<file path="src/rtl/lhist_predictor.sv">
module lhist_predictor #(
  parameter int PC_W    = 32,
  parameter int HIST_W  = 4,
  parameter int HT_SLOTS = 16,
  parameter int IDX_LSB = 2
) (
  input  logic              clk,
  input  logic              rst_n,
  input  logic [PC_W-1:0]   lk_pc,
  output logic              lk_taken,
  output logic [HIST_W-1:0] lk_hist,
  input  logic              up_valid,
  input  logic [PC_W-1:0]   up_pc,
  input  logic              up_taken,
  input  logic [HIST_W-1:0] up_hist
);
  localparam int IDX_W    = $clog2(HT_SLOTS);
  localparam int PT_SLOTS = 1 << HIST_W;

  logic [HT_SLOTS-1:0][HIST_W-1:0] ht;
  logic [PT_SLOTS-1:0][1:0]        pt;
  logic [IDX_W-1:0] lk_idx, up_idx;
  logic [1:0]       cnt_cur, cnt_nxt;

  assign lk_idx   = lk_pc[IDX_LSB +: IDX_W];
  assign up_idx   = up_pc[IDX_LSB +: IDX_W];
  assign lk_hist  = ht[lk_idx];
  assign lk_taken = pt[lk_hist][1];
  assign cnt_cur  = pt[up_hist];

  always_comb begin
    cnt_nxt = cnt_cur;
    if (up_taken && cnt_cur != 2'b11) cnt_nxt = cnt_cur + 2'd1;
    else if (!up_taken && cnt_cur != 2'b00) cnt_nxt = cnt_cur - 2'd1;
  end

  always_ff @(posedge clk or negedge rst_n) begin
    if (!rst_n) begin
      ht <= '0;
      for (int i = 0; i < PT_SLOTS; i++) pt[i] <= 2'b10;
    end else if (up_valid) begin
      ht[up_idx]  <= {up_taken, up_hist[HIST_W-1:1]};
      pt[up_hist] <= cnt_nxt;
    end
  end


  hist_shift_chk: assert property (@(posedge clk) disable iff (!rst_n)
    up_valid |=> ht[$past(up_idx)][HIST_W-1] == $past(up_taken));


  sat_high_chk: assert property (@(posedge clk) disable iff (!rst_n)
    (up_valid && up_taken && pt[up_hist] == 2'b11) |=> pt[$past(up_hist)] == 2'b11);


  sat_low_chk: assert property (@(posedge clk) disable iff (!rst_n)
    (up_valid && !up_taken && pt[up_hist] == 2'b00) |=> pt[$past(up_hist)] == 2'b00);


  idle_ht_chk: assert property (@(posedge clk) disable iff (!rst_n)
    !up_valid |=> $stable(ht));


  idle_pt_chk: assert property (@(posedge clk) disable iff (!rst_n)
    !up_valid |=> $stable(pt));
endmodule

</file>
<file path="config.mk">
export PLATFORM = sky130hd
export DESIGN_NAME = lhist_predictor
export DESIGN_NICKNAME = d
export VERILOG_FILES = /design/src/rtl/lhist_predictor.sv
export SDC_FILE = /design/constraint.sdc
export NUM_CORES = 1
export LEC_CHECK = 0
export CAP_MARGIN = 25
export CORE_ASPECT_RATIO = 1.5
export CORE_MARGIN = 2
export CORE_UTILIZATION = 60
export DETAILED_ROUTE_END_ITERATION = 12
export DONT_BUFFER_PORTS = 1
export PLACE_DENSITY = 0.78
export SLEW_MARGIN = 30
export SYNTH_ARGS = -nofsm -noshare
export SYNTH_HDL_FRONTEND = slang
export SYNTH_SLANG_ARGS = --single-unit
export TNS_END_PERCENT = 20
</file>
<file path="constraint.sdc">
create_clock -name clk -period 4.41 [get_ports clk]
set_clock_uncertainty 0.15 [all_clocks]
set_input_delay 1.1025 -clock clk [delete_from_list [all_inputs] [get_ports clk]]
set_output_delay 1.1025 -clock clk [all_outputs]
set_load 0.005 [all_outputs]
</file>
# After elaboration in Yosys (flattened, before gate mapping)
# Cells that the tools add are included.
[op_classes] eq_ne=1 n_addsub=2 n_reduce_logical=6 order_cmp=6 muxes=14
[ops] cell="64-bit bitwise mux" count=1
[ops] cell="32-bit bitwise mux" count=1
[ops] cell="4-bit by 5-bit < comparator with 1-bit output (second input constant)" count=4
[ops] cell="2-bit binary-select mux with 4-bit select" count=2
[ops] cell="4-bit binary-select mux with 4-bit select" count=1
[ops] cell="4-bit demux with 4-bit select" count=1
[ops] cell="2-bit two-way mux" count=5
[ops] cell="2-bit demux with 4-bit select" count=1
[ops] cell="4-bit by 1-bit >= comparator with 1-bit output (second input constant)" count=2
[ops] cell="4-bit two-way mux" count=2
[ops] cell="1-bit logical AND" count=4
[ops] cell="2-bit by 1-bit adder with 2-bit output (second input constant)" count=1
[ops] cell="2-bit != test (second input constant)" count=1
[ops] cell="2-bit nonzero test" count=1
[ops] cell="2-bit by 1-bit subtractor with 2-bit output (second input constant)" count=1
[ops] cell="1-bit logical NOT" count=1
[word_totals] wordCells=61 in_bits=72 output_inout_bits=5 reg_bits=96

# Longest topological paths before layout
# Gate-level depths: netlist of the first run.
[logic_depth] depth_word=7 ltp_mapped=12 mapped_depth_nobuf=10

# Worst setup path before layout of the first run
# No wires, ideal clock.
[synth_path] path_type="input to output" start="input lk_pc[2]" end="output lk_taken" required_time_ns=3.158 slack_ns=0.281 stages=8 n_path_buf=1 t_arrival_ns=2.877 cell_sequence="buf_4 -> mux4_2 -> mux2i_1 -> and2_1 -> nor2_1 -> mux2i_1 -> a22o_1 -> o211ai_1"
[synth_between] elab_chain_len=4
[synth_lines] item="from (decl)" line="9" text="input logic [PC_W-1:0] lk_pc,"
[synth_lines] item="4-bit binary-select mux with 4-bit select" line="27" text="assign lk_hist = ht[lk_idx];"
[synth_lines] item="4-bit two-way mux (not written as such)" line="27"
[synth_lines] item="net lk_hist[3]" line="11" text="output logic [HIST_W-1:0] lk_hist,"
[synth_lines] item="2-bit binary-select mux with 4-bit select" line="28" text="assign lk_taken = pt[lk_hist][1];"
[synth_lines] item="2-bit two-way mux (not written as such)" line="28"
[synth_lines] item="to (decl)" line="10" text="output logic lk_taken,"
# The timed path passes the listed nets, and every way through them passes these cells. The select of a mux whose other input is x is not followed.

# Final worst setup path of the first run
# Ends and elaborated chain as after synthesis.

==> results.ini, run 1 <==
[die]
die_area_um2 = 8998
rows = 40
coreArea_um2 = 8008
start_util = 0.6175
ios = 77
die_h_um = 115.2
die_w_um = 78.12

[timing]
setup_violations = 0
finalMaxSlewViolations = 0
rsz0062_at_grt = no
tns_ps = 0
finalCritPeriodShare = 0.9318
period_minus_slack_ps = 4109
hold_viol = 0
worst_slack_ps = 300.9
slew_headroom = 0.4335
tightest_slew_ps = 826.1
fmax_mhz = 243.4

[critical_path]
crit_required_ps = 3160
crit_top_cell = mux2i_1
startpoint_type = primary input
cpPeakStageDelay_ps = 470
crit_type = primary input to output port
path_max_fanout = 18
critPathArrivalTime_ps = 2860
crit_chain = mux4_2 > mux2i_1 > mux2i_1 > a221oi_1 > a31oi_1 > nand4_1 > o211ai_1
endpoint_kind = output port
cp_slowest_cell = mux4_2

[detailed_routing]
first_pass_iters = 4
drt_iter0_drc = 176
avgViaCountPerCell = 6.240
via_count = 2883
antenna_left = 0
wirelength_mm = 10.03
route.detailed.drc = 0
wl_per_cell_um = 21.70

[cts]
postCtsHoldBufs = 0
root_buffer = clkbuf_16
cts_resized = 0
cts_tree = built
clk_latency_ps = 350
cts.path.max_buffers = 2
clk_pin_slew_ps = 70
post-cts-setup-buffer-count = 0
htree_levels = 3
numCtsBuffers = 9
cts.sinks = 96

[synth]
synthFlopType = dfrtp_1
syn_nets = 437
synth_area_um2 = 4945
synth-seq-area-share = 0.4899
avgSynthCellArea_um2 = 13.62
synthArstFlopShare = 1.000
synth_edf_count = 0
synth_warnings = 0
yosysUniqueCellTypes = 41
syn_inst = 363
ys_ff_latch = 96

[placed_design]
place_ws_ps = 349.7
portBuffers = 0
dpl.hpwl_mm = 6.916
placed_area_um2 = 4979
placed_cells = 446
gp_congestion = 0.9206

[layout]
syn2layout_area_growth_pct = 6.883
layout_commonest_cell = mux2_2
fin_cells = 462
diodes = 0
mostFrequentLayoutCells = 99 x mux2_2, 80 x dfrtp_1, 23 x mux4_2, 23 x nor2_1, 16 x dfstp_2
finish.instance_area_um2 = 5285
layout.nets = 426
drive_gt1_frac = 0.4538

[global_routing]
grt_max_degree = 97
grt_pass1_vias = 3121
grt_pass1_wl_mm = 16.37
grt_remaining_overflow = 0
antenna_found_initial = 0
grt_use_total = 0.2483

[run]
cap_violations = 0

[worst_hold_path]
min_path_type = primary input to asynchronous set/reset pin

[power]
p_per_area_nw_per_um2 = 573.9
cellLeakagePower_uw = 0.002167
ir_drop_mv = 0.3878
p_total_uw = 3033

[outcome]
status = completed

## routing by layer
| layer | vias up | wire length [µm] | global-route usage | share of wire |
|---|---|---|---|---|
| met5 | - | 0 | 0 | 0 |
| met2 | 60 | 5433 | 0.4391 | 0.54 |
| met1 | 1484 | 3903 | 0.2895 | 0.39 |
| met3 | 21 | 349 | 0.04396 | 0.035 |
| met4 | 0 | 338 | 0.1275 | 0.034 |
| li1 | 1318 | - | - | - |
## cell usage after synthesis (all sizes together), types with 2 or more instances
library cell,number,share of area
nor3,4,0.0040
nand2b,7,0.0089
nor2,23,0.017
mux2,102,0.23
clkbuf,16,0.012
o21ai,8,0.010
inv,6,0.0046
or3,7,0.0089
dfrtp,80,0.40
nand4,3,0.0038
mux4,24,0.11
a31oi,2,0.0025
nand2,14,0.011
a21oi,3,0.0030
dfstp,16,0.085
buf,7,0.011
ha,2,0.0051
mux2i,11,0.022
nand3b,4,0.0061
nand3,9,0.0091
## critical path, delay by kind of cell
kind            cells  cell delay (ps)
mux                 3              960
simple gates        1              170
compound gates      3              610
## stage by stage
| stage | hold slack (ps) | utilization |
|---|---|---|
| after detailed placement | 340.7 | 0.6217 |
| final | 297.5 | 0.6600 |
| after CTS | 286.5 | 0.6600 |
| after floorplan | 323.8 | - |
| after global placement | 331.2 | 0.6208 |
| after global routing | 280.7 | 0.6600 |
## report_power, final
| part | switching (µW) | internal [µW] |
|---|---|---|
| Combinational | 363 | 482 |
| Sequential | 175 | 1220 |
| Clock | 336 | 457 |
| Total | 874 | 2160 |
## layout make-up
class | count | area [µm²]
clock inverter | 6 | 67.56
multi-input combinational | 238 | 2395
inverter | 6 | 22.52
timing repair buffer | 1 | 7.507
tap | 105 | 131.4
sequential | 96 | 2422
fill | 587 | 2723
clock buffer | 10 | 239.0
## state kept, by name, summed over array words and instances, names as in the netlist
signal and count:
pt 32, ht 64
## cells by family (layout without fill, tap and decap cells)
family / count (synthesis) / after routing / share of synthesized area
multiplexers: 137 / 137 / 0.3669
flip-flops: 96 / 96 / 0.4899
AND/OR/NAND/NOR: 76 / 76 / 0.07541
buffers and inverters: 29 / 23 / 0.02733
AO/OA/AOI/OAI: 22 / 22 / 0.03366
adder cells (fa/ha/maj): 2 / 2 / 0.005060
XOR/XNOR: 1 / 1 / 0.001772
## path summary, 6_finish.rpt
kind	startpoint	end	slack (ps)	cells past startpoint
worst max register to register	pt[4]	pt[10]	1370	6
max in group asynchronous	rst_n	pt[13]	3590	0
worst min register to register	ht[51]	ht[51]	350	1
worst min-delay path	rst_n	pt[6]	300	0
worst max-delay path	lk_pc[2]	lk_taken	300	7
min in group clk	ht[51]	ht[51]	350	1
No activity file was read; power rests on OpenSTA's default activity.
==> run 2, diff against run 1 <==
clock period = 4.1 ns   (was 4.41 ns; I/O delays follow)
==> run 2 against run 1 <==
Register-to-register slack worse by 280 ps; utilization increased by 0.42 points; routed wire length fell by 1.9%; clock-buffer cell count increased by 3; critical path depth up 1; first-iteration DRC count is 11% lower; largest cell class unchanged.
==> results.ini, run 2 (same netlist as run 1, synthesis figures left out) <==
[critical_path]
path_max_fanout = 18  ; unchanged
reg2reg_depth = 6  ; unchanged
endpoint_kind = output port  ; unchanged
crit_required_ps = 2920  ; was 3160 ps
cp_slowest_cell = mux4_2  ; unchanged
crit_type = primary input to output port  ; unchanged
crit_chain = mux4_2 > mux2i_1 > buf_4 > mux2_2 > a21oi_1 > nand4_1 > nand4_1 > o211ai_1  ; was mux4_2 > mux2i_1 > mux2i_1 > a221oi_1 > a31oi_1 > nand4_1 > o211ai_1
rr_startpoint = pt[6]  ; was pt[4]
rrSetupSlack_ps = 1090  ; was 1370 ps
startpoint_type = primary input  ; unchanged
r2r_end = pt[26]  ; was pt[10]
cpPeakStageDelay_ps = 490  ; was 470 ps
critPathArrivalTime_ps = 2690  ; was 2860 ps
crit_top_cell = nand4_1  ; was mux2i_1

[placed_design]
portBuffers = 0  ; unchanged
dpl.hpwl_mm = 6.798  ; was 6.916 mm
gp_congestion = 0.9189  ; was 0.9206
placed_cells = 448  ; was 446

[timing]
fmax_mhz = 258.5
setup_violations = 0  ; unchanged
fin_hold_ws_ps = 225.5  ; was 297.5 ps
slew_headroom = 0.4448  ; was 0.4335
tightest_slew_ps = 809.6  ; was 826.1 ps
tns_ps = 0  ; unchanged
rsz0062_at_grt = no  ; unchanged
period_minus_slack_ps = 3868
finalCritPeriodShare = 0.9434
hold_viol = 0  ; unchanged
finalMaxSlewViolations = 0  ; unchanged

[die]
coreArea_um2 = 8008  ; unchanged
start_util = 0.6175  ; unchanged
die_w_um = 78.12  ; unchanged
die_area_um2 = 8998  ; unchanged
rows = 40  ; unchanged
ios = 77  ; unchanged
die_h_um = 115.2  ; unchanged

[global_routing]
grt_max_degree = 97  ; unchanged
antenna_found_initial = 0  ; unchanged
grt_use_total = 0.2493  ; was 0.2483
grt_remaining_overflow = 0  ; unchanged
grt_pass1_wl_mm = 16.76  ; was 16.37 mm
grt_pass1_vias = 3296  ; was 3121

[power]
ir_drop_mv = 0.3383  ; was 0.3878 mV
cellLeakagePower_uw = 0.002192  ; was 0.002167 µW
p_per_area_nw_per_um2 = 621.1  ; was 573.9 nW/µm²

[layout]
layout.nets = 428  ; was 426
mostFrequentLayoutCells = 99 x mux2_2, 80 x dfrtp_1, 23 x mux4_2, 23 x nor2_1, 16 x dfstp_2  ; unchanged
diodes = 0  ; unchanged
drive_gt1_frac = 0.4513  ; was 0.4538
syn2layout_area_growth_pct = 7.566  ; was 6.883%
reg.largest.list = ht x64, pt x32  ; unchanged
top_register = ht  ; unchanged
largest_reg_flops = 64  ; unchanged
fin_cells = 464  ; was 462
layout_commonest_cell = mux2_2  ; unchanged
final_util = 0.6642  ; was 0.6600

[cts]
cts_resized = 0  ; unchanged
root_buffer = clkbuf_16  ; unchanged
numCtsBuffers = 9  ; unchanged
cts.sinks = 96  ; unchanged
clk_pin_slew_ps = 60  ; was 70 ps
clk_latency_ps = 340  ; was 350 ps
postCtsHoldBufs = 0  ; unchanged
cts.path.max_buffers = 2  ; unchanged
htree_levels = 3  ; unchanged
cts_tree = built  ; unchanged
post-cts-setup-buffer-count = 0  ; unchanged

[detailed_routing]
wirelength_mm = 9.838  ; was 10.03 mm
route.detailed.drc = 0  ; unchanged
via_count = 2931  ; was 2883
avgViaCountPerCell = 6.317  ; was 6.240
wl_per_cell_um = 21.20  ; was 21.70 µm
antenna_left = 0  ; unchanged
first_pass_iters = 4  ; unchanged
drt_iter0_drc = 156  ; was 176

[worst_hold_path]
min_path_type = primary input to asynchronous set/reset pin  ; unchanged

[outcome]
status = completed  ; unchanged

[run]
cap_violations = 0  ; unchanged

==> run 2: cell count changes in the layout (fill, tap and decap cells not counted), sizes merged <==
cell | previous run | this run
clkinvlp | 2 | 0
clkbuf | 10 | 13
bufinv | 1 | 2
buf | 1 | 3
inv | 7 | 6
clkinv | 2 | 1
==> run 2: cell type report <==
cell class              instances  area, µm²
flip-flops and latches         96       2422
repair buffers                  3      22.52
fillers                       587       2689
multi-input cells             238       2395
clock buffers                  13      260.3
well taps                     105      131.4
clock inverters                 3      65.06
inverters                       6      22.52
==> run 2: worst max-delay path by stage <==
stage	to	slack (ps)	startpoint	cells past startpoint
after detailed placement	lk_taken	240	lk_pc[2]	7
after global routing	lk_taken	20	lk_pc[2]	7
final	lk_taken	230	lk_pc[2]	8
after global placement	pt[14]	210	up_hist[0]	6
after CTS	lk_taken	240	lk_pc[2]	7
after floorplan	lk_taken	130	lk_pc[2]	8
==> run 2: worst max-delay path: cells and delay by family <==
kind / cells / cell delay, ps
mux: 3 / 960
buf+inv: 1 / 160
compound gates: 2 / 260
simple gates: 2 / 270
==> run 2: where the power goes <==
part,total [µW],switching [µW],internal [µW]
registers,1490,181,1310
logic,899,378,522
clock network,910,343,567
==> run 2: through the flow <==
| step | total power (µW) | setup WS (ps) | cell area (µm²) |
|---|---|---|---|
| floorplan | 2217 | 125.7 | 4945 |
| global placement | 2342 | 212.4 | 4986 |
| detailed placement | 2408 | 243.5 | 4994 |
| CTS | 3323 | 243.5 | 5319 |
| global route | 3472 | 19.23 | 5319 |
| finish | 3303 | 232.1 | 5319 |
==> run 2: routing by layer <==
metal	track usage	wire length [µm]
met1	0.2907	3774
met2	0.4397	5290
met3	0.04317	469
met4	0.1322	304
met5	0	0
